### src/rtl/i2ct_pkg.sv
package i2ct_pkg;
  localparam int BYTE_W = 8;
  localparam logic [5:0] DEV_HI = 6'b101110;

  typedef enum logic [3:0] {
    ST_IDLE,
    ST_DEV,
    ST_DEV_ACK,
    ST_SUB,
    ST_SUB_ACK,
    ST_WR,
    ST_WR_ACK,
    ST_RD,
    ST_RD_ACK,
    ST_IGNORE
  } tgt_state_e;

  function automatic logic [6:0] dev_id(input logic strap);
    return {DEV_HI, strap};
  endfunction

  function automatic logic addr_hit(input logic [BYTE_W-1:0] b, input logic strap);
    return b[BYTE_W-1:1] == dev_id(strap);
  endfunction
endpackage

### src/rtl/i2ct_sync.sv
module i2ct_sync #(
  parameter int LINES  = 2,
  parameter int STAGES = 2
) (
  input  logic             clk,
  input  logic             rst_n,
  input  logic [LINES-1:0] pin_i,
  output logic [LINES-1:0] lvl_o,
  output logic [LINES-1:0] rise_o,
  output logic [LINES-1:0] fall_o
);
  for (genvar g = 0; g < LINES; g++) begin : g_line
    logic [STAGES:0] chain_q;
    always_ff @(posedge clk or negedge rst_n) begin
      if (!rst_n) chain_q <= '1;
      else        chain_q <= {chain_q[STAGES-1:0], pin_i[g]};
    end
    assign lvl_o[g]  = chain_q[STAGES-1];
    assign rise_o[g] = chain_q[STAGES-1] & ~chain_q[STAGES];
    assign fall_o[g] = ~chain_q[STAGES-1] & chain_q[STAGES];
  end
endmodule

### src/rtl/i2ct_regbank.sv
module i2ct_regbank #(
  parameter int PTR_W  = 8,
  parameter int REGS   = 256,
  parameter int DATA_W = 8
) (
  input  logic              clk,
  input  logic              rst_n,
  input  logic              we,
  input  logic [PTR_W-1:0]  waddr,
  input  logic [DATA_W-1:0] wdata,
  input  logic [PTR_W-1:0]  raddr,
  output logic [DATA_W-1:0] rdata
);
  localparam int IDX_W = (REGS > 1) ? $clog2(REGS) : 1;

  logic [DATA_W-1:0] regs_q [REGS];

  always_ff @(posedge clk or negedge rst_n) begin
    if (!rst_n) begin
      for (int i = 0; i < REGS; i++) regs_q[i] <= '0;
    end else if (we && (int'(waddr) < REGS)) begin
      regs_q[waddr[IDX_W-1:0]] <= wdata;
    end
  end

  always_comb begin
    if (int'(raddr) < REGS) rdata = regs_q[raddr[IDX_W-1:0]];
    else                    rdata = '0;
  end
endmodule

### src/rtl/i2ct_engine.sv
module i2ct_engine
  import i2ct_pkg::*;
#(
  parameter int PTR_W = 8
) (
  input  logic              clk,
  input  logic              rst_n,
  input  logic              strap_q,
  input  logic              scl_s,
  input  logic              sda_s,
  input  logic              scl_rise,
  input  logic              scl_fall,
  input  logic              start_ev,
  input  logic              stop_ev,
  input  logic [BYTE_W-1:0] rd_data,
  output logic              wr_stb,
  output logic [BYTE_W-1:0] wr_data,
  output logic [PTR_W-1:0]  ptr_o,
  output logic              sda_oe,
  output logic              st_idle,
  output logic              st_addr,
  output logic              st_ignore,
  output logic              nak_ev
);
  localparam int CNT_W = $clog2(BYTE_W + 1);
  localparam logic [CNT_W-1:0] LAST_RX = CNT_W'(BYTE_W - 1);
  localparam logic [CNT_W-1:0] ALL_TX  = CNT_W'(BYTE_W);

  tgt_state_e        st_q;
  logic [CNT_W-1:0]  bitcnt_q;
  logic [BYTE_W-1:0] sh_q;
  logic [PTR_W-1:0]  ptr_q;
  logic              oe_q;
  logic              rw_q;
  logic              mnak_q;
  logic              bus_evt;
  logic [BYTE_W-1:0] rx_byte;
  logic              rx_last;

  assign bus_evt = start_ev | stop_ev;
  assign rx_byte = {sh_q[BYTE_W-2:0], sda_s};
  assign rx_last = scl_rise && (bitcnt_q == LAST_RX);

  assign wr_stb    = (st_q == ST_WR) && rx_last && !bus_evt;
  assign wr_data   = rx_byte;
  assign nak_ev    = (st_q == ST_RD_ACK) && scl_fall && mnak_q && !bus_evt;
  assign ptr_o     = ptr_q;
  assign sda_oe    = oe_q;
  assign st_idle   = (st_q == ST_IDLE);
  assign st_addr   = (st_q == ST_DEV);
  assign st_ignore = (st_q == ST_IGNORE);

  always_ff @(posedge clk or negedge rst_n) begin
    if (!rst_n) begin
      st_q     <= ST_IDLE;
      bitcnt_q <= '0;
      sh_q     <= '0;
      ptr_q    <= '0;
      oe_q     <= 1'b0;
      rw_q     <= 1'b0;
      mnak_q   <= 1'b0;
    end else if (stop_ev) begin
      st_q <= ST_IDLE;
      oe_q <= 1'b0;
    end else if (start_ev) begin
      st_q     <= ST_DEV;
      bitcnt_q <= '0;
      oe_q     <= 1'b0;
    end else begin
      unique case (st_q)
        ST_DEV, ST_SUB, ST_WR: begin
          if (scl_rise) begin
            sh_q <= rx_byte;
            if (bitcnt_q == LAST_RX) begin
              bitcnt_q <= '0;
              if (st_q == ST_DEV) begin
                if (addr_hit(rx_byte, strap_q)) begin
                  rw_q <= rx_byte[0];
                  st_q <= ST_DEV_ACK;
                end else begin
                  st_q <= ST_IGNORE;
                end
              end else if (st_q == ST_SUB) begin
                ptr_q <= rx_byte;
                st_q  <= ST_SUB_ACK;
              end else begin
                ptr_q <= ptr_q + 1'b1;
                st_q  <= ST_WR_ACK;
              end
            end else begin
              bitcnt_q <= bitcnt_q + 1'b1;
            end
          end
        end
        ST_DEV_ACK, ST_SUB_ACK, ST_WR_ACK: begin
          if (scl_fall) begin
            if (!oe_q) begin
              oe_q <= 1'b1;
            end else if ((st_q == ST_DEV_ACK) && rw_q) begin
              sh_q     <= rd_data;
              ptr_q    <= ptr_q + 1'b1;
              oe_q     <= ~rd_data[BYTE_W-1];
              bitcnt_q <= '0;
              st_q     <= ST_RD;
            end else begin
              oe_q     <= 1'b0;
              bitcnt_q <= '0;
              st_q     <= (st_q == ST_DEV_ACK) ? ST_SUB : ST_WR;
            end
          end
        end
        ST_RD: begin
          if (scl_rise) begin
            bitcnt_q <= bitcnt_q + 1'b1;
          end else if (scl_fall) begin
            if (bitcnt_q == ALL_TX) begin
              oe_q <= 1'b0;
              st_q <= ST_RD_ACK;
            end else begin
              sh_q <= {sh_q[BYTE_W-2:0], 1'b0};
              oe_q <= ~sh_q[BYTE_W-2];
            end
          end
        end
        ST_RD_ACK: begin
          if (scl_rise) begin
            mnak_q <= sda_s;
          end else if (scl_fall) begin
            if (mnak_q) begin
              st_q <= ST_IGNORE;
            end else begin
              sh_q     <= rd_data;
              ptr_q    <= ptr_q + 1'b1;
              oe_q     <= ~rd_data[BYTE_W-1];
              bitcnt_q <= '0;
              st_q     <= ST_RD;
            end
          end
        end
        default: begin
          oe_q <= 1'b0;
        end
      endcase
    end
  end

  logic unused_scl;
  assign unused_scl = scl_s;
endmodule

### src/rtl/i2c_reg_target.sv
module i2c_reg_target
  import i2ct_pkg::*;
#(
  parameter int PTR_W       = 8,
  parameter int REG_COUNT   = 256,
  parameter int SYNC_STAGES = 2
) (
  input  logic clk,
  input  logic rst_n,
  input  logic addr_strap,
  input  logic scl_i,
  input  logic sda_i,
  output logic sda_pull_o
);
  localparam int IDX_SCL = 0;
  localparam int IDX_SDA = 1;

  logic [1:0]        pin_lvl, pin_rise, pin_fall;
  logic              scl_s, sda_s, scl_rise, scl_fall;
  logic              start_ev, stop_ev;
  logic              strap_q;
  logic              wr_stb;
  logic [BYTE_W-1:0] wr_data, rd_data;
  logic [PTR_W-1:0]  ptr;
  logic              st_idle, st_addr, st_ignore, nak_ev;

  always_ff @(posedge clk) begin
    if (!rst_n) strap_q <= addr_strap;
  end

  i2ct_sync #(.LINES(2), .STAGES(SYNC_STAGES)) u_sync (
    .clk    (clk),
    .rst_n  (rst_n),
    .pin_i  ({sda_i, scl_i}),
    .lvl_o  (pin_lvl),
    .rise_o (pin_rise),
    .fall_o (pin_fall)
  );

  assign scl_s    = pin_lvl[IDX_SCL];
  assign sda_s    = pin_lvl[IDX_SDA];
  assign scl_rise = pin_rise[IDX_SCL];
  assign scl_fall = pin_fall[IDX_SCL];
  assign start_ev = pin_fall[IDX_SDA] & scl_s;
  assign stop_ev  = pin_rise[IDX_SDA] & scl_s;

  i2ct_engine #(.PTR_W(PTR_W)) u_engine (
    .clk       (clk),
    .rst_n     (rst_n),
    .strap_q   (strap_q),
    .scl_s     (scl_s),
    .sda_s     (sda_s),
    .scl_rise  (scl_rise),
    .scl_fall  (scl_fall),
    .start_ev  (start_ev),
    .stop_ev   (stop_ev),
    .rd_data   (rd_data),
    .wr_stb    (wr_stb),
    .wr_data   (wr_data),
    .ptr_o     (ptr),
    .sda_oe    (sda_pull_o),
    .st_idle   (st_idle),
    .st_addr   (st_addr),
    .st_ignore (st_ignore),
    .nak_ev    (nak_ev)
  );

  i2ct_regbank #(.PTR_W(PTR_W), .REGS(REG_COUNT), .DATA_W(BYTE_W)) u_bank (
    .clk   (clk),
    .rst_n (rst_n),
    .we    (wr_stb),
    .waddr (ptr),
    .wdata (wr_data),
    .raddr (ptr),
    .rdata (rd_data)
  );
endmodule

### config.mk
export PLATFORM = sky130hd
export DESIGN_NAME = i2c_reg_target
export DESIGN_NICKNAME = d
export VERILOG_FILES = /design/src/rtl/i2ct_pkg.sv /design/src/rtl/i2ct_sync.sv /design/src/rtl/i2ct_regbank.sv /design/src/rtl/i2ct_engine.sv /design/src/rtl/i2c_reg_target.sv
export SDC_FILE = /design/constraint.sdc
export NUM_CORES = 2
export LEC_CHECK = 0
export BUFFER_PORTS_ARGS = -buffer_cell sky130_fd_sc_hd__buf_2
export CAP_MARGIN = 5
export CORE_ASPECT_RATIO = 1.1
export CORE_MARGIN = 3
export CORE_UTILIZATION = 33
export CTS_CLUSTER_SIZE = 30
export DETAILED_ROUTE_END_ITERATION = 7
export HOLD_SLACK_MARGIN = 0.05
export SLEW_MARGIN = 20
export SYNTH_ARGS = -nofsm -noshare
export SYNTH_HDL_FRONTEND = slang
export SYNTH_SLANG_ARGS = --single-unit
### constraint.sdc
create_clock -name clk -period 4.6 [get_ports clk]
set_clock_uncertainty 0.2 [all_clocks]
set_input_delay 0.23 -clock clk [delete_from_list [all_inputs] [get_ports clk]]
set_output_delay 0.23 -clock clk [all_outputs]
set_load 0.005 [all_outputs]
Word level (Yosys, flattened, before mapping):

Index checks and enable logic that the tools add are counted.

* add/subtract/negate cells: 2
* magnitude comparators: 2
* equality and inequality tests: 41
* multiplexer cells: 68
* bitwise logic cells: 16
* reduce and logical (&&, ||, !) cells: 19

Operators by type and width (count)
* bitwise mux 2048 bit: 1
* 2-to-1 mux 8 bit: 13
* 2-to-1 mux 4 bit: 24
* 2-to-1 mux 7 bit: 10
* binary-select mux 8 bit (select 8 bit): 1
* demux 8 bit (select 8 bit): 1
* one-hot mux 4 bit (4 select lines): 2
* one-hot mux 7 bit (4 select lines): 1
* one-hot mux 8 bit (3 select lines): 1
* == test 4 x 3 -> 1 bit (second input constant): 5
* != test 2 bit (second input constant): 8
* != test 4 x 1 -> 1 bit (second input constant): 4
* != test 4 x 2 -> 1 bit (second input constant): 4
* AND reduction 7 bit: 2
* AND reduction 13 bit: 1
* != test 3 x 1 -> 1 bit (second input constant): 4
* AND reduction 12 bit: 1
* 2-to-1 mux 1 bit: 11
* AND reduction 10 bit: 1
* >= comparator 9 bit (second input constant): 1
* less-than comparator 9 x 1 -> 1 bit (second input constant): 1
* != test 3 x 2 -> 1 bit (second input constant): 3
* inverter 8 -> 9 bit: 1
* AND reduction 9 bit: 1
* 23 further kinds: 46

* flip-flop bits (word level): 2081
* bits of input ports: 5
* output and inout bits: 1
* word-level logic and storage cells: 414

Longest topological paths before layout:

* depth in word-level cells: 11
* gate-level depth with buffers: 14
* gate-level depth less buffers: 8

Hierarchy:

Synthesis repeated with hierarchy kept, for this count alone.

* cell total of the unflattened synthesis: 6316
* area, all modules: 95646.7 um^2

By module, submodules not included
* i2ct_regbank: instances 1, cells each 6068, area an instance 93400.8 um^2, sequential area each 51249.2 um^2
* i2ct_engine: instances 1, cells each 232, area an instance 1991.9 um^2, sequential area each 650.6 um^2
* i2ct_sync: instances 1, cells each 12, area an instance 207.7 um^2, sequential area each 157.7 um^2
* i2c_reg_target: instances 1, cells each 4, area an instance 46.3 um^2, sequential area each 30.0 um^2

Least setup slack after synthesis:

OpenSTA, ideal clock, no wires.

* path type: register to register
* start: reg u_engine.ptr_q[0], in the netlist u_engine.ptr_o[0]
* end: reg u_bank.regs_q[456] (netlist name)
* library setup time: 125 ps
* data arrival time: 3344 ps
* path slack: 931 ps
* stages on the path, launching flop included: 15
* buffers on the path: 9
* clock period less this slack: 3669 ps
* path through: dfrtp_1 buf_4 buf_6 buf_6 buf_4 buf_4 buf_6 buf_4 inv_1 ha_1 clkbuf_1 nand2_1 buf_2 nor2_1 mux2_2

* word-level cells in the longest chain between the ends: 6
* elaborated cells on any way between the ends: 7
* those cells by class: order compare: 2; mux: 3; bitwise: 1; reduce/logical: 1

Ends and longest elaborated chain
* start: declaration: line i2ct_engine.sv:32 `logic [PTR_W-1:0] ptr_q;`
* start signal: assignment: line i2ct_engine.sv:84 `ptr_q <= rx_byte;`
* start signal: assignment: line i2ct_engine.sv:87 `ptr_q <= ptr_q + 1'b1;`
* start signal: assignment: line i2ct_engine.sv:101 `ptr_q <= ptr_q + 1'b1;`
* inverter 8 -> 9 bit (implied by the code) *: line i2ct_regbank.sv:22 `regs_q[waddr[IDX_W-1:0]] <= wdata;`
* >= comparator 9 bit (implied by the code) / less-than comparator 9 x 1 -> 1 bit (equally long branches): line i2ct_regbank.sv:22
* logical AND 1 bit (implied by the code): line i2ct_regbank.sv:22
* 2-to-1 mux 8 bit (implied by the code): line i2ct_regbank.sv:22
* demux 8 bit (select 8 bit) *: line i2ct_regbank.sv:22
* bitwise mux 2048 bit *: line i2ct_regbank.sv:22
* end signal: indexed assignment: line i2ct_regbank.sv:22
* end: declaration: line i2ct_regbank.sv:16 `logic [DATA_W-1:0] regs_q [REGS];`

Every way passes the cells marked *; elsewhere a longest branch is shown, timed or not.
A chain may end at the register's enable or synchronous reset.

Worst setup path in the final report:

* start: reg u_engine.ptr_q[3], in the netlist u_engine.ptr_o[3]
* end: reg u_bank.regs_q[1974] (netlist name)

Same word-level chain as after synthesis.

==> impl_metrics.yaml <==
yosys:
  ys_ff_latch: 2081
  synth_edf_count: 1
  syn_inst: 6070
  postSynthAreaPerCell_um2: 15.8
  netlist_top_cells_count: "mux2_2 (2,075), dfrtp_1 (2,074), mux4_2 (532)"
  synth_ff_type: "dfrtp_1"
  synth_async_sr_flop_share_pct: 100
  synth_top_area_cell: "dfrtp_1"
  syn_area_um2: 95800
  ys_top_cells_by_area: "dfrtp_1 (54%), mux2_2 (24%), mux4_2 (13%), nor2_4 (1.2%), clkbuf_1 (1.2%)"
  ys_types: 63
  synth_top_area_share_pct: 54.2
  post-synth-top-count-cell: "mux2_2"
  ys_seq_area_share_pct: 54.4
  ys_warn_count: 0
  synth_fp_nets: 6081
grt:
  grt_antenna_before_repair: 9
  grt_usage_pct: 17.8
  grt_max_degree: 204
  grt_pass1_wl_mm: 400
  grt_pass1_vias: 58600
  grt_overflow: 0
worst_setup_path:
  worst-setup-path-type: "reg2reg"
  critPathMaxFanout: 23
  cp.required_ns: 5.15
  critPathArrivalTime_ns: 4.72
  ff2ff_setup_slack_ns: 0.43
  ff2ff_path_depth: 5
  end_kind: "flip-flop"
  crit_path_start_kind: "flip-flop"
  r2r_end: "u_bank.regs_q[1974]$_DFFE_PN0P_"
  startpoint: "u_engine.ptr_o[3]$_DFFE_PN0P_"
  reg2reg_from: "u_engine.ptr_o[3]$_DFFE_PN0P_"
timing:
  setup_viol: 0
  fin_setup_tns_ns: 0
  rsz0062_at_grt: "no"
  period_needed_ns: 4.17
  post-route-period-util_pct: 90.7
  worst_pin_slew_ns: 1.08
  fmax_mhz: 240
  final_hold_viol_count: 0
  layout_setup_ws_ns: 0.429
  slew_violations: 0
  relSlewSlack_pct: 28.2
clock_tree:
  clock-sinks: 2081
  ctsResizeCount: 0
  tritoncts: "built"
  clockBufferDepth: 3
  postCtsHoldBufs: 8
  post_cts.repair.setup_buffers: 0
  cts_buffers: 215
  root_buffer: "clkbuf_16"
  clk_latency_ns: 0.87
  path_clk_slew_ns: 0.06
  cts-htree-levels: 4
die:
  die_height_um: 571
  ios: 6
  fp-row-count: 206
  start_util_pct: 33.3
  core_um2: 288000
  die_w_um: 520
  die_area_um2: 297000
detailed_routing:
  antenna_left: 0
  drc_errors: 0
  vias: 54800
  via_per_inst: 5.42
  drt_pass1_iterations: 6
  first_iter_violations: 4000
  routed_wl_mm: 266
  wl_per_cell_um: 26.3
run_status:
  status: "finished, final reports clean"
placement:
  io_buffers: 5
  dp_hpwl_mm: 168
  place_congestion: 0.875
  place_ws_ns: 0.480
final_layout:
  fill_cells: 26800
  layout-drive-gt1-share_pct: 55.8
  syn2layout_area_growth_pct: 13.3
  multiInputGateArea_um2: 41600
  nNetsFinal: 6096
  register_area_um2: 52100
worst_hold_path:
  min_path_type: "in2async"
job:
  max-cap-violations: 0
power_and_ir_drop:
  irDropWorstVdd_uv: 564
  pwr_density_cell_nw_per_um2: 450
  cellLeakagePower_nw: 49.8
## how the worst max path moves through the flow
stage                                       to  depth (start not counted)
2_1_floorplan   u_bank.regs_q[456]$_DFFE_PN0P_                         14
3_3_place_gp   u_bank.regs_q[1960]$_DFFE_PN0P_                          5
3_5_place_dp   u_bank.regs_q[1968]$_DFFE_PN0P_                          5
4_1_cts        u_bank.regs_q[1076]$_DFFE_PN0P_                          5
5_1_grt        u_bank.regs_q[1158]$_DFFE_PN0P_                          9
6_report       u_bank.regs_q[1974]$_DFFE_PN0P_                          5
## cells by family after synthesis
family          count (synthesis)  share of synthesized area (%)
buf+inv                       483                           2.32
flops                        2081                           54.4
mux                          2629                           37.1
simple gates                  510                           3.53
fa+ha+maj                       6                         0.0783
xor+xnor                        3                         0.0274
compound gates                358                           2.56
## placed cells by master, fill, tap and decap left out, types with 12 or more instances in the layout
| cell | instances |
|---|---|
| mux4_2 | 532 |
| a22o_1 | 26 |
| clkbuf_8 | 55 |
| a211oi_1 | 17 |
| nand3_1 | 37 |
| nor2_4 | 106 |
| a21oi_1 | 90 |
| dfrtp_1 | 2062 |
| nor2_2 | 128 |
| nand2_2 | 16 |
| nand2_1 | 40 |
| nor2_1 | 70 |
| o21ai_0 | 23 |
| clkbuf_16 | 220 |
| mux2_2 | 2075 |
| bufinv_16 | 15 |
| buf_4 | 205 |
| o22ai_1 | 17 |
| a221oi_1 | 12 |
| inv_1 | 13 |
| clkbuf_1 | 52 |
| clkinv_2 | 35 |
| nor2b_1 | 22 |
| mux2i_1 | 22 |
| buf_12 | 48 |
| a22oi_1 | 132 |
| nor3_1 | 19 |
## flip-flops by register name, summed over array words and instances (netlist names)
| name | cells |
|---|---|
| strap_q | 1 |
| u_bank.regs_q | 2048 |
| u_engine.bitcnt_q | 4 |
| u_engine.mnak_q | 1 |
| u_engine.ptr_o | 8 |
| u_engine.rw_q | 1 |
| u_engine.sda_oe | 1 |
| u_engine.sh_q | 7 |
| u_engine.st_q | 4 |
| u_sync.g_line.chain_q | 6 |
## routing by layer
layer | vias up | wire [um] | GRT usage, %
li1 | 22800 | - | -
met1 | 30200 | 116000 | 24.2
met2 | 1433 | 126000 | 28.6
met3 | 434 | 13200 | 2.90
met4 | 2 | 10400 | 6.96
met5 | - | 13 | 0
## critical path: stages (launching register included)
cell and delay (ns):
dfrtp_4 0.79, nor2b_4 0.93, nand2_2 0.64, buf_4 0.49, nor2_2 0.56, mux2_2 0.40
## where the power goes
| part | internal (mW) | switching (mW) |
|---|---|---|
| Sequential | 18.4 | 1.01 |
| Combinational | 3.31 | 8.16 |
| Clock | 10.5 | 7.46 |
| Total | 32.3 | 16.6 |
## cell type report
| cell class | instances | share of cell area (%) |
|---|---|---|
| Inverter | 14 | 0.0484 |
| Antenna cell | 5 | 0.0115 |
| Clock inverter | 66 | 0.801 |
| Multi-Input combinational cell | 3506 | 38.3 |
| Clock buffer | 327 | 5.95 |
| Sequential cell | 2081 | 48.0 |
| Timing Repair Buffer | 267 | 2.45 |
| Tap cell | 3848 | 4.43 |
## per-stage QoR
step	area (um^2)	util [%]	std cells	hold WS (ns)	total power, mW
2_1_floorplan	95800	-	6070	-0.266	26.1
3_3_place_gp	101000	35.1	9707	0.125	31.1
3_5_place_dp	101000	35.2	9708	0.124	31.2
4_1_cts	109000	37.7	10100	0.0577	49.3
5_1_grt	109000	37.7	10100	0.0717	50.6
6_report	109000	37.7	10100	0.0605	48.9
Note: power is estimated with default switching activity, not from simulation.
